`config.mk`:
```
export PLATFORM = sky130hd
export DESIGN_NAME = meter_pwm
export DESIGN_NICKNAME = d
export VERILOG_FILES = /design/src/rtl/meter_pwm_pkg.sv /design/src/rtl/mpwm_counter.sv /design/src/rtl/mpwm_regs.sv /design/src/rtl/mpwm_side.sv /design/src/rtl/meter_pwm.sv
export SDC_FILE = /design/constraint.sdc
export NUM_CORES = 1
export LEC_CHECK = 0
export CAP_MARGIN = 40
export CORE_ASPECT_RATIO = 0.6
export CORE_MARGIN = 2
export CORE_UTILIZATION = 50
export CTS_BUF_LIST = sky130_fd_sc_hd__clkbuf_16
export CTS_CLUSTER_SIZE = 24
export DETAILED_ROUTE_END_ITERATION = 12
export GPL_TIMING_DRIVEN = 1
export PLACE_DENSITY = 0.73
export SLEW_MARGIN = 20
export SYNTH_ARGS = -nofsm -noshare
export SYNTH_HDL_FRONTEND = slang
export SYNTH_SLANG_ARGS = --single-unit
```
`constraint.sdc`:
```
create_clock -name clk -period 7.2 [get_ports clk]
set_input_delay 1.44 -clock clk [delete_from_list [all_inputs] [get_ports clk]]
set_output_delay 1.44 -clock clk [all_outputs]
set_load 0.02 [all_outputs]
```
`src/rtl/meter_pwm_pkg.sv`:
```
package meter_pwm_pkg;
  // register map of the write port
  typedef enum logic [1:0] {
    ADDR_SIN  = 2'd0,
    ADDR_COS  = 2'd1,
    ADDR_CTRL = 2'd2,
    ADDR_NONE = 2'd3
  } reg_addr_e;

  // control register bit positions
  localparam int CTL_XFER = 0;
  localparam int CTL_DSIN = 1;
  localparam int CTL_DCOS = 2;
  localparam int CTL_W    = 3;

  localparam int SIDES = 2;
endpackage

```
`src/rtl/mpwm_counter.sv`:
```
module mpwm_counter #(
  parameter int W = 8
) (
  input  logic         clk,
  input  logic         rst_n,
  input  logic         run,
  input  logic         tick,
  output logic [W-1:0] cnt,
  output logic         ovf,
  output logic         valid,
  output logic         phase
);
  // last count before the wrap: all ones minus one gives a 2**W-1 period
  localparam logic [W-1:0] LAST = {{(W-1){1'b1}}, 1'b0};

  assign ovf = run && tick && (cnt == LAST);

  always_ff @(posedge clk) begin
    if (!rst_n) begin
      cnt   <= '0;
      valid <= 1'b0;
      phase <= 1'b0;
    end else if (!run) begin
      cnt   <= '0;
      valid <= 1'b0;
      phase <= 1'b0;
    end else if (ovf) begin
      cnt   <= '0;
      valid <= 1'b1;
      // first valid period starts in the no-addition phase
      phase <= valid ? ~phase : 1'b0;
    end else if (tick) begin
      cnt <= cnt + 1'b1;
    end
  end
endmodule

```
`src/rtl/mpwm_regs.sv`:
```
module mpwm_regs
  import meter_pwm_pkg::*;
#(
  parameter int W = 8
) (
  input  logic                      clk,
  input  logic                      rst_n,
  input  logic                      wr_en,
  input  logic [1:0]                wr_addr,
  input  logic [W-1:0]              wr_data,
  output logic [SIDES-1:0][W-1:0]   mst,
  output logic [SIDES-1:0]          dith,
  output logic                      xfer
);
  logic [CTL_W-1:0] ctl;

  always_ff @(posedge clk) begin
    if (!rst_n) begin
      ctl <= '0;
      mst <= '0;
    end else if (wr_en) begin
      case (reg_addr_e'(wr_addr))
        ADDR_SIN:  if (ctl[CTL_XFER]) mst[0] <= wr_data;
        ADDR_COS:  if (ctl[CTL_XFER]) mst[1] <= wr_data;
        ADDR_CTRL: ctl <= wr_data[CTL_W-1:0];
        default:   ;
      endcase
    end
  end

  assign xfer    = ctl[CTL_XFER];
  assign dith[0] = ctl[CTL_DSIN];
  assign dith[1] = ctl[CTL_DCOS];
endmodule

```
`src/rtl/mpwm_side.sv`:
```
module mpwm_side #(
  parameter int W = 8
) (
  input  logic         clk,
  input  logic         rst_n,
  input  logic         load,
  input  logic [W-1:0] master,
  input  logic         dith_en,
  input  logic         valid,
  input  logic         phase,
  input  logic [W-1:0] cnt,
  output logic [W-1:0] slave,
  output logic         pwm
);
  logic         dith_q;
  logic [W-1:0] eff;

  // code plus an optional one, held at all ones
  function automatic logic [W-1:0] eff_code(input logic [W-1:0] c, input logic add);
    if (add && (c != '1)) return c + 1'b1;
    return c;
  endfunction

  always_ff @(posedge clk) begin
    if (!rst_n) begin
      slave  <= '0;
      dith_q <= 1'b0;
    end else if (load) begin
      slave  <= master;
      dith_q <= dith_en;
    end
  end

  assign eff = eff_code(slave, dith_q && phase);
  assign pwm = valid && (cnt < eff);
endmodule

```
`src/rtl/meter_pwm.sv`:
```
module meter_pwm
  import meter_pwm_pkg::*;
#(
  parameter int W = 8
) (
  input  logic         clk,
  input  logic         rst_n,
  input  logic         run,
  input  logic         cnt_tick,
  input  logic         wr_en,
  input  logic [1:0]   wr_addr,
  input  logic [W-1:0] wr_data,
  output logic         pwm_sin,
  output logic         pwm_cos
);
  logic [W-1:0]            cnt;
  logic                    ovf;
  logic                    valid;
  logic                    phase;
  logic                    xfer;
  logic [SIDES-1:0][W-1:0] mst;
  logic [SIDES-1:0][W-1:0] slave;
  logic [SIDES-1:0]        dith;
  logic [SIDES-1:0]        pwm;

  // named views for the checker
  logic [W-1:0] slave_sin, slave_cos, mst_sin;
  assign slave_sin = slave[0];
  assign slave_cos = slave[1];
  assign mst_sin   = mst[0];

  mpwm_counter #(.W(W)) u_cnt (
    .clk(clk), .rst_n(rst_n), .run(run), .tick(cnt_tick),
    .cnt(cnt), .ovf(ovf), .valid(valid), .phase(phase)
  );

  mpwm_regs #(.W(W)) u_regs (
    .clk(clk), .rst_n(rst_n), .wr_en(wr_en), .wr_addr(wr_addr),
    .wr_data(wr_data), .mst(mst), .dith(dith), .xfer(xfer)
  );

  for (genvar s = 0; s < SIDES; s++) begin : g_side
    mpwm_side #(.W(W)) u_side (
      .clk(clk), .rst_n(rst_n), .load(ovf), .master(mst[s]),
      .dith_en(dith[s]), .valid(valid), .phase(phase), .cnt(cnt),
      .slave(slave[s]), .pwm(pwm[s])
    );
  end

  assign pwm_sin = pwm[0];
  assign pwm_cos = pwm[1];
endmodule

```
* Yosys cells after proc, flatten, opt, wreduce, memory -nomap -nowiden
Index checks and enable logic that the tools add are counted.
Storage, ports and cells: word-level logic and storage cells 44, output and inout port bits 2, register bits 47, bits of input ports 15
Operators by class: eq/ne operators 5, $lt $le $gt $ge 2, bitwise logic cells 3, muxes and demuxes 7, add/subtract/negate cells 3, reductions and logical operators 14
Operator list (count):
- $mux W8 | 4
- $add A8 B1 Y8 const B | 3
- $lt A8 B8 Y1 | 2
- $ne A8 B8 Y1 const B | 2
- $eq A8 B8 Y1 const B | 1
- $logic_and A1 B1 Y1 | 8
- $reduce_and A3 Y1 | 2
- $reduce_and A2 Y1 | 2
- $mux W1 | 3
- $not A1 Y1 | 3
- $reduce_or A3 Y1 | 1
- $eq A2 B1 Y1 const B | 1
- $eq A2 B2 Y1 const B | 1
- $logic_not A2 Y1 | 1

* Longest topological paths before layout
Gate-level depths: netlist of run 1.
depth after elaboration 6, depth in mapped cells 10, mapped depth without buffers 10

* Cells and area by module
From an unflattened synthesis of run 1, not the netlist that was laid out.
Second synthesis, totals: cells, all modules 263, area total of the unflattened synthesis 2585.0 µm²
By module, submodules not included:
- mpwm_regs | cells each 73, area each 742.0 µm², seq. area each 380.4 µm², times used 1
- mpwm_side at g_side[0].u_side | cells each 67, area each 675.6 µm², seq. area each 180.2 µm², times used 1
- mpwm_side at g_side[1].u_side | cells each 69, area each 674.4 µm², seq. area each 180.2 µm², times used 1
- mpwm_counter | cells each 54, area each 493.0 µm², seq. area each 200.2 µm², times used 1

* Worst setup path after synthesis of run 1
Ideal clock, no wire load.
kind register -> output, start point register g_side[0].u_side.slave[0], end point output pwm_sin, path slack 3.506 ns, arrival time 2.254 ns, cell stages (with the launch flop) 10, data required time 5.760 ns, path buffers 0, cell sequence dfxtp_1 -> ha_1 -> and4_1 -> a211o_1 -> nor3_1 -> xnor2_1 -> ha_1 -> a21oi_1 -> o221ai_1 -> a21oi_1
Between the ends: cells in the longest elaborated chain, start to end 6, elaborated cells between the ends (all ways) 8, those cells by class add/sub: 1; order compare: 1; eq/ne: 1; mux: 3; reduce/logical: 2
Ends and longest elaborated chain:
- from (decl) | line mpwm_side.sv:12 | output logic [W-1:0] slave,
- from (signal assigned) | line mpwm_side.sv:29 | slave <= master;
- branches (longest 3 deep; another with $add A8 B1 Y8)
- $mux W8 * | line mpwm_side.sv:21 | return c;
- $lt A8 B8 Y1 * | line mpwm_side.sv:35 | assign pwm = valid && (cnt < eff);
- $logic_and A1 B1 Y1 * | line mpwm_side.sv:35
- to (decl) | line meter_pwm.sv:13 | output logic pwm_sin,
Every way passes the cells marked *. The select of a mux whose other input is x is not followed.

* Final worst setup path of run 1
Same ends and word-level chain as after synthesis.

==> results.md, run 1 <==
- Normalized max-slew margin: 57.43%
- Number of global-route vias before repair: around 1800
- Leakage: 1.017 nW
- First-pass DRT Iterations: 4
- Fraction of layout cells with a size suffix above 1: 4.698%
- Average wire per cell in the routed design: 14.80 µm
- Netlist cell types: 36
- Combinational share of power: 4.4%
- Total congestion overflow: 0
- Pint: 0.4373 mW
- Sequential cell fraction of total power: between 40 and 50%
- Initial Util: ~53%
- Initial antenna violation count: 0
- Clk_skew: 4.986 ps
- RSZ-0062 raised after global routing: false
- Detail Route Antenna Nets: 0
- DRC violations left: 0
- CTS Hold Bufs: 0
- YS warnings: 0
- CP max FO: 7
- Setup_tns: 0 ps
- Clock transition at path regs: 70 ps
- Synth Area in XOR/XNOR: 6.044%
- Max VDD drop: ~0.12 mV
- Compound-cell area share of the yosys netlist: 14.17%
- Area after DPL: 0.002671 mm²
- Port bufs: 16
- Diodes inserted: 0
- Psw: ~0.12 mW
- Row Count: 19
- Power per cell area: between 150 and 200 mW/mm²
- Core Area: 0.004659 mm²
- Mapped Cells: 285
- Outcome: finished, final reports clean
- CTS resizes: 0
- Pin count of the biggest net entering global routing: 57
- Family with the most delay on the worst path: compound AO/OA/AOI/OAI gates
- Worst path bufs/invs: 1
- Worst setup path category: reg2out
- Actual slew at the worst max-slew pin: between 600 and 700 ps
- Final nets: 330
- Die area: about 0.0055 mm²
- Hold/Removal Path Class: reg2reg
- Global-route wire length before repair: approximately 9 mm
- Startpoint class of the critical path: flip-flop
- Worst Path Required: 5760 ps
- Die H: slightly below 60 µm
- H-tree lvl count: 2
- Clk_lat worst skew: 290 ps
- Number of DRC markers in iteration 0: 91
- Syn avg cell area: 8.644 µm²
- Fin util: 60.96%
- Final setup fails: 0
- Largest family of logic cells by synthesized area: simple AND/OR/NAND/NOR gates
- Net switching share of the total power: 20.94%
- Final Hold Fails: 0
- Register bit total from synthesis: 47
- Boundary Pins: 17
- Slowest CP cell: clkdlybuf4s50_1
- Synth Area in Adders: 9.142%
- CP most frequent cell: ha_1
- CP max stage delay: 540 ps
- Synthesized area: around 0.0025 mm²
- Simple-Gate Fraction of Synth Area: between 20% and 30%
- Part of the Yosys area used for sequential elements: around two fifths
- All-Layer GR Usage: 21.21%
- Final period utilization: 63.54%
- Min Tclk post-route: 4575 ps
- CP arrival: 3130 ps
- Clock power frac: 48.0%
- CP cell instances: ha_1 > and4_1 > a211o_1 > nor3_1 > xnor2_1 > ha_1 > nand4_1 > a311oi_1 > a21oi_1 > clkdlybuf4s50_1
- Setup WS post-layout: 2625 ps
- TritonCTS buffer count: 5
- FMAX: about 220 MHz
- CTS tree: built
- Root Buffer: clkbuf_16
- Via/cell ratio: about 5.6
- Placer's final routability congestion estimate: about 0.86
- Clock sink count: 47
- Clk buf depth: 2
- Vias: 2028
- CP endpoint kind: primary output
- Fill count: 427
- Dpl ws: 2964 ps
- Post-CTS Setup Bufs: 0
- Die Wd: 94.62 µm
- Final cell area excluding filler cells: between 0.002 and 0.003 mm²
- Slew Limit Fails: 0
- MaxCap Viol Count: 0
- DPL Wire Length: approximately 3.9 mm
- Total routed wirelength: 5.342 mm
- Post-synthesis mux area share: 5.282%
- Area Overhead vs Synth: 15.29%
- Mapped Nets: 318
-- power groups by stage --
stage / sequential, mW / combinational, mW / clock, mW
6_report: 0.263 / 0.0244 / 0.266
5_1_grt: 0.263 / 0.0263 / 0.283
4_1_cts: 0.263 / 0.0243 / 0.268
3_5_place_dp: 0.269 / 0.0241 / 0
3_3_place_gp: 0.269 / 0.0235 / 0
2_1_floorplan: 0.268 / 0.0119 / 0
-- cell usage after synthesis (all sizes together) --
master,instances,area (µm²)
a211o,1,8.760
nor2,11,41.29
nand2b,1,6.260
xnor2,6,52.55
and4,2,20.02
o221ai,1,8.760
and3b,1,8.760
a211oi,3,22.52
mux2i,13,130.1
a311oi,1,8.760
nand3b,2,15.01
and3,7,43.79
o21ai,22,110.1
a21o,4,30.03
dfxtp,47,940.9
o21bai,1,7.510
xor2,11,96.34
nand4,9,56.30
a21boi,8,60.06
buf,2,10.01
nand3,23,115.1
or3,2,12.51
nand2,43,161.4
a221oi,1,15.01
clkbuf,11,41.29
inv,5,18.77
nor2b,14,87.58
or4b,1,10.01
a21oi,7,35.03
nor4,1,6.260
ha,18,225.2
o211ai,2,15.01
a41oi,1,27.53
nor3,3,15.01
-- state kept, by name, summed over array words and instances, names as in the netlist --
| name | flops |
|---|---|
| g_side.u_side.dith_q | 2 |
| g_side.u_side.slave | 16 |
| u_cnt.cnt | 8 |
| u_cnt.phase | 1 |
| u_cnt.valid | 1 |
| u_regs.ctl | 3 |
| u_regs.mst | 16 |
-- metrics by stage --
| stage | hold slack (ps) | std cells | power [mW] |
|---|---|---|---|
| 2_1_floorplan | 428.6 | 285 | 0.2802 |
| 3_3_place_gp | 440.6 | 353 | 0.2924 |
| 3_5_place_dp | 451.6 | 353 | 0.2930 |
| 5_1_grt | 484.2 | 361 | 0.5720 |
| 4_1_cts | 462.1 | 361 | 0.5553 |
| 6_report | 458.8 | 361 | 0.5531 |
-- worst paths after layout --
| kind | end | startpoint | slack, ps | cells after the start |
|---|---|---|---|---|
| min | g_side[1].u_side.dith_q$_SDFFE_PN0P_ | g_side[1].u_side.dith_q$_SDFFE_PN0P_ | 460 | 2 |
| max | pwm_sin | g_side[0].u_side.slave[0]$_SDFFE_PN0P_ | 2630 | 10 |
| max reg2reg | u_cnt.phase$_SDFFE_PN0P_ | u_cnt.cnt[1]$_SDFFE_PP0P_ | 5550 | 6 |
| min reg2reg | g_side[1].u_side.dith_q$_SDFFE_PN0P_ | g_side[1].u_side.dith_q$_SDFFE_PN0P_ | 460 | 2 |
-- cell type report --
cell class | count | area [µm²] | share of cell area, %
inverters | 5 | 18.77 | 0.6608
clock inverters | 3 | 43.79 | 1.542
clock buffers | 5 | 125.1 | 4.405
repair buffers | 18 | 175.2 | 6.167
flip-flops and latches | 47 | 940.9 | 33.13
well taps | 63 | 78.83 | 2.775
multi-input cells | 220 | 1458 | 51.32
-- cells by family after synthesis --
logic type,Yosys count
and+or+nand+nor,120
xor gates and xnor gates,17
adders and majority gates,18
muxes,13
DFF,47
AOI/OAI and AO/OA,52
buffers and inverters,18
-- cells in the final DEF (no fill, tap or decap), types with 2 or more instances in the layout --
cell and count:
dfxtp_1 47, nand2_1 43, nand3_1 23, ha_1 18
clkdlybuf4s50_1 16, o21ai_0 14, nor2b_1 14, mux2i_1 13
nor2_1 11, xor2_1 11, nand4_1 9, a21boi_0 8
o21ai_1 8, and3_1 7, a21oi_1 7, xnor2_1 6
inv_1 5, clkbuf_16 5, a21o_1 4, a211oi_1 3
nor3_1 2, o211ai_1 2, nand3b_1 2, or3_1 2
buf_4 2
-- worst min-delay path: cells and delay by family (launching register included) --
kind | cells | cell delay (ps)
AND/OR/NAND/NOR | 1 | 60
AO/OA/AOI/OAI | 1 | 50
flip-flops | 1 | 310
-- layer usage --
layer	GRT usage [%]	vias to the layer above	share of wire, %
met5	0	-	0
li1	-	1039	-
met2	28.27	36	41
met3	5.762	4	3.6
met1	33.12	949	54
met4	6.004	0	0.95
No activity file was read; power rests on OpenSTA's default activity.
==> inputs of run 2 (changes only) <==
Settings changed: PLACE_DENSITY 0.73 to 0.76.
Clock period 7.2 ns to 3.81 ns, I/O delays scaled along.
==> results.md, run 2 (synthesis gave the netlist of run 1 again) <==
- Worst setup path category: reg2out (unchanged)
- Hold depth: 2 (unchanged)
- Number of global-route vias before repair: 1840 (was 1806)
- All-Layer GR Usage: 21.77% (was 21.21%)
- Die H: 58.37 µm (unchanged)
- Global-route wire length before repair: 9.039 mm (was 8.956 mm)
- Number of DRC markers in iteration 0: 145 (was 91)
- Slew Limit Fails: 0 (unchanged)
- Outcome: finished, final reports clean (unchanged)
- Average wire per cell in the routed design: 15.00 µm (was 14.80 µm)
- RSZ-0062 raised after global routing: false (unchanged)
- CTS tree: built (unchanged)
- H-tree lvl count: 2 (unchanged)
- Area after DPL: 0.002671 mm² (unchanged)
- Clock sink count: 47 (unchanged)
- Hold/Removal Path Class: reg2reg (unchanged)
- Startpoint class of the critical path: flip-flop (unchanged)
- Die area: 0.005523 mm² (unchanged)
- First-pass DRT Iterations: 4 (unchanged)
- Final period utilization: 95.95%
- Die Wd: 94.62 µm (unchanged)
- Core Area: 0.004659 mm² (unchanged)
- MaxCap Viol Count: 0 (unchanged)
- Via/cell ratio: 5.584 (was 5.618)
- Final Hold Fails: 0 (unchanged)
- Leakage: 1.027 nW (was 1.017 nW)
- CP max FO: 7 (unchanged)
- Setup_tns: 0 ps (unchanged)
- Port bufs: 16 (unchanged)
- Pin count of the biggest net entering global routing: 56 (was 57)
- Actual slew at the worst max-slew pin: 620.4 ps (was 637.3 ps)
- DRC violations left: 0 (unchanged)
- Worst Path Required: 3050 ps (was 5760 ps)
- FMAX: 273.6 MHz
- Root Buffer: clkbuf_16 (unchanged)
- Final nets: 330 (unchanged)
- Max VDD drop: 0.1819 mV (was 0.1222 mV)
- Area Overhead vs Synth: 15.64% (was 15.29%)
- Total routed wirelength: 5.414 mm (was 5.342 mm)
- Boundary Pins: 17 (unchanged)
- R2R depth: 6 (unchanged)
- Initial antenna violation count: 0 (unchanged)
- Placer's final routability congestion estimate: 0.8707 (was 0.8622)
- DPL Wire Length: 3.930 mm (was 3.884 mm)
- Most frequent cells in the layout: dfxtp_1 (47), nand2_1 (43), nand3_1 (23) (unchanged)
- Total congestion overflow: 0 (unchanged)
- Clock transition at path regs: 70 ps (about the same)
- Min Tclk post-route: 3656 ps
- Commonest non-fill, non-tap cell in the layout: dfxtp_1 (unchanged)
- CP arrival: 2890 ps (was 3130 ps)
- CP endpoint kind: primary output (unchanged)
- Power per cell area: 367.9 mW/mm² (was 194.7 mW/mm²)
- Final cell area excluding filler cells: 0.002849 mm² (was 0.002840 mm²)
- Post-CTS Setup Bufs: 0 (unchanged)
- Normalized max-slew margin: 58.55% (was 57.43%)
- Regs by FF count: g_side.u_side.slave x16, u_regs.mst x16, u_cnt.cnt x8 (unchanged)
- Fraction of layout cells with a size suffix above 1: 5.369% (was 4.698%)
- Clk buf depth: 2 (unchanged)
- TritonCTS buffer count: 5 (unchanged)
- Diodes inserted: 0 (unchanged)
- Initial Util: 52.87% (unchanged)
- Clk_lat worst skew: 290 ps (about the same)
- Vias: 2016 (was 2028)
- Detail Route Antenna Nets: 0 (unchanged)
- Final setup fails: 0 (unchanged)
- Row Count: 19 (unchanged)
- Clk_skew: 4.337 ps (was 4.986 ps)
[run 2: cell count changes in the layout (fill, tap and decap cells not counted)]
cell             before  now
clkdlybuf4s50_1      16   14
dlygate4sd2_1         0    2
nor3_1                2    1
nor3_2                1    2
nor4_1                1    0
nor4_2                0    1
[run 2: power by group]
part	total [mW]	internal (mW)	switching [mW]
logic	0.0457	0.0229	0.0227
clock network	0.505	0.310	0.196
registers	0.497	0.494	0.00315
total	1.05	0.826	0.222
[run 2: stage by stage]
stage                     total power [mW]  util (%)  hold slack, ps  setup slack, ps  cells
after detailed placement            0.5531     57.33           444.8            225.1    353
final                                1.048     61.14           450.3            154.5    361
after CTS                            1.055     61.04           452.9            110.4    361
after floorplan                     0.5295         -           428.6            794.3    285
after global placement              0.5524     57.33           445.2            316.0    353
after global routing                 1.083     61.14           478.0            6.899    361
[run 2: layout make-up]
class | count | area (µm²)
repair buffers | 18 | 172.7
clock buffers | 5 | 125.1
inverters | 5 | 18.77
clock inverters | 3 | 43.79
flip-flops and latches | 47 | 940.9
fillers | 423 | 1810
multi-input cells | 220 | 1469
well taps | 63 | 78.83
[run 2: repair_timing]
action	in CTS	in global routing
setup endpoints to repair	2	1
resized for setup	3	1
pin swaps	0	0
hold buffers	0	0
gates cloned	0	0
[run 2: layer usage]
layer	share of wire, %	vias to the layer above	track usage (%)
met4	1.1	0	5.383
li1	-	1032	-
met3	4.0	9	6.530
met1	53	939	32.39
met5	0	-	0
met2	42	36	30.90
[run 2: critical path: stages, from the launching register on]
cell           delay (ps)
dfxtp_1               370
ha_1                  230
and4_1                260
a211o_1               380
nor3_2                160
xnor2_1                90
ha_1                  310
nand4_1               150
a311oi_1              230
a21oi_1               100
dlygate4sd2_1         320
[run 2: final timing paths]
check                                              start                              endpoint  slack [ps]
setup reg to reg               u_cnt.cnt[1]$_SDFFE_PP0P_              u_cnt.phase$_SDFFE_PN0P_        2180
hold reg to reg     g_side[1].u_side.dith_q$_SDFFE_PN0P_  g_side[1].u_side.dith_q$_SDFFE_PN0P_         450
hold / removal      g_side[1].u_side.dith_q$_SDFFE_PN0P_  g_side[1].u_side.dith_q$_SDFFE_PN0P_         450
setup / recovery  g_side[0].u_side.slave[0]$_SDFFE_PN0P_                               pwm_sin         150
==> inputs of run 3 (changes only) <==
==> constraint.sdc (replaced) <==
create_clock -name clk -period 3.81 [get_ports clk]
set_input_delay 0.762 -clock clk [delete_from_list [all_inputs] [get_ports clk]]
set_output_delay 0.762 -clock clk [all_outputs]
set_load 0.005 [all_outputs]
==> results.md, run 3 (synthesis gave the netlist of run 1 again) <==
- Worst setup path category: reg2out (unchanged)
- Final nets: 332 (was 330)
- Slew Limit Fails: 0 (unchanged)
- Die Wd: 94.62 µm (unchanged)
- Clk buf depth: 2 (unchanged)
- Max VDD drop: 0.1885 mV (was 0.1819 mV)
- R2R depth: 5 (was 6)
- Total routed wirelength: 5.301 mm (was 5.414 mm)
- Outcome: finished, final reports clean (unchanged)
- Total congestion overflow: 0 (unchanged)
- Min Tclk post-route: 3702 ps (was 3656 ps)
- Normalized max-slew margin: 58.93% (was 58.55%)
- Die H: 58.37 µm (unchanged)
- Area Overhead vs Synth: 16.86% (was 15.64%)
- Diodes inserted: 0 (unchanged)
- Hold depth: 2 (unchanged)
- CP endpoint kind: primary output (unchanged)
- Boundary Pins: 17 (unchanged)
- RSZ-0062 raised after global routing: true (was false)
- Via/cell ratio: 5.493 (was 5.584)
- Final cell area excluding filler cells: 0.002879 mm² (was 0.002849 mm²)
- Number of global-route vias before repair: 1718 (was 1840)
- Clock transition at path regs: 70 ps (about the same)
- Port bufs: 16 (unchanged)
- Clk_skew: 5.511 ps (was 4.337 ps)
- Average wire per cell in the routed design: 14.60 µm (was 15.00 µm)
- TritonCTS buffer count: 5 (unchanged)
- Final period utilization: 97.15% (was 95.95%)
- Regs by FF count: g_side.u_side.slave x16, u_regs.mst x16, u_cnt.cnt x8 (unchanged)
- Final Hold Fails: 0 (unchanged)
- Core Area: 0.004659 mm² (unchanged)
- Clock sink count: 47 (unchanged)
- Fill count: 407 (was 423)
- Final setup fails: 0 (unchanged)
- All-Layer GR Usage: 20.26% (was 21.77%)
- Vias: 1994 (was 2016)
- Global-route wire length before repair: 8.576 mm (was 9.039 mm)
- Setup_tns: 0 ps (unchanged)
- FMAX: 270.2 MHz (was 273.6 MHz)
- First-pass DRT Iterations: 4 (unchanged)
- DPL Wire Length: 3.758 mm (was 3.930 mm)
- CP max FO: 7 (unchanged)
- Power per cell area: 362.3 mW/mm² (was 367.9 mW/mm²)
- Row Count: 19 (unchanged)
- Placer's final routability congestion estimate: 0.8823 (was 0.8707)
- Detail Route Antenna Nets: 0 (unchanged)
- Area after DPL: 0.002671 mm² (unchanged)
- Leakage: 1.044 nW (was 1.027 nW)
- Most frequent cells in the layout: dfxtp_1 (46), nand2_1 (43), nand3_1 (23) (was dfxtp_1 (47), nand2_1 (43), nand3_1 (23))
- H-tree lvl count: 2 (unchanged)
- Clk_lat worst skew: 280 ps (was 290 ps)
- MaxCap Viol Count: 0 (unchanged)
- Hold/Removal Path Class: reg2reg (unchanged)
- Commonest non-fill, non-tap cell in the layout: dfxtp_1 (unchanged)
- CTS Hold Bufs: 0 (unchanged)
- DRC violations left: 0 (unchanged)
- Actual slew at the worst max-slew pin: 614.8 ps (was 620.4 ps)
- Root Buffer: clkbuf_16 (unchanged)
- Pin count of the biggest net entering global routing: 56 (unchanged)
- Initial Util: 52.87% (unchanged)
- Initial antenna violation count: 0 (unchanged)
- Die area: 0.005523 mm² (unchanged)
- CP arrival: 2940 ps (was 2890 ps)
- Worst Path Required: 3050 ps (about the same)
- CTS tree: built (unchanged)
- Fraction of layout cells with a size suffix above 1: 7.000% (was 5.369%)
- Number of DRC markers in iteration 0: 98 (was 145)
- Startpoint class of the critical path: flip-flop (unchanged)
==> run 3: changes by cell type in the layout (fill, tap and decap cells not counted) <==
cell and change:
a311oi_1 -1, ha_1 -1, clkdlybuf4s50_1 +1, ha_2 +1, dfxtp_2 +1, buf_4 +2
dlygate4sd2_1 -2, dlymetal6s2s_1 +1, dfxtp_1 -1, a311oi_2 +1
==> run 3: area by class of cell <==
type | instances | area [µm²] | area share [%]
multi-input combinational | 220 | 1478 | 51.33
sequential | 47 | 942.2 | 32.72
timing repair buffer | 20 | 192.7 | 6.693
clock buffer | 5 | 125.1 | 4.346
tap | 63 | 78.83 | 2.738
clock inverter | 3 | 43.79 | 1.521
inverter | 5 | 18.77 | 0.6519
==> run 3: final timing paths <==
kind / slack [ps] / to / startpoint
worst max-delay path: 110 / pwm_sin / g_side[0].u_side.slave[0]$_SDFFE_PN0P_
worst min-delay path: 450 / g_side[1].u_side.dith_q$_SDFFE_PN0P_ / g_side[1].u_side.dith_q$_SDFFE_PN0P_
worst max register to register: 2210 / u_cnt.phase$_SDFFE_PN0P_ / u_cnt.cnt[4]$_SDFFE_PP0P_
worst min register to register: 450 / g_side[1].u_side.dith_q$_SDFFE_PN0P_ / g_side[1].u_side.dith_q$_SDFFE_PN0P_
==> run 3: metal layers <==
| layer | vias up | global-route usage [%] | part of all wire [%] |
|---|---|---|---|
| li1 | 1035 | - | - |
| met1 | 933 | 32.98 | 54 |
| met2 | 24 | 26.95 | 42 |
| met3 | 2 | 4.225 | 3.2 |
| met4 | 0 | 4.348 | 0.36 |
| met5 | - | 0 | 0 |
==> run 3: where the power goes <==
| part | switching [mW] | internal (mW) |
|---|---|---|
| Clock | 0.191 | 0.310 |
| Combinational | 0.0226 | 0.0231 |
| Sequential | 0.00315 | 0.494 |
| Total | 0.217 | 0.826 |
==> run 3: worst max-delay path: stages (launching register included) <==
cell             delay (ps)
dfxtp_2                 360
ha_1                    230
and4_1                  260
a211o_1                 320
buf_4                   150
xor2_1                  150
ha_1                    280
o211ai_1                110
a311oi_2                250
a21oi_1                 100
clkdlybuf4s50_1         450
==> run 3: what timing repair did <==
| item | CTS | global route |
|---|---|---|
| endpoints found under the setup margin | 0 | 2 |
| buffers inserted | 0 | 2 |
| resized for setup | 0 | 6 |
==> run 3: stage by stage <==
stage	power [mW]	worst slack (ps)	instances	hold slack (ps)	util [%]
global route	1.077	-22.83	363	478.4	61.79
detailed placement	0.5530	366.8	353	449.5	57.33
floorplan	0.5295	996.3	285	428.6	-
CTS	1.048	32.89	361	458.1	60.96
global placement	0.5522	417.5	353	444.8	57.33
finish	1.043	108.4	363	451.6	61.79
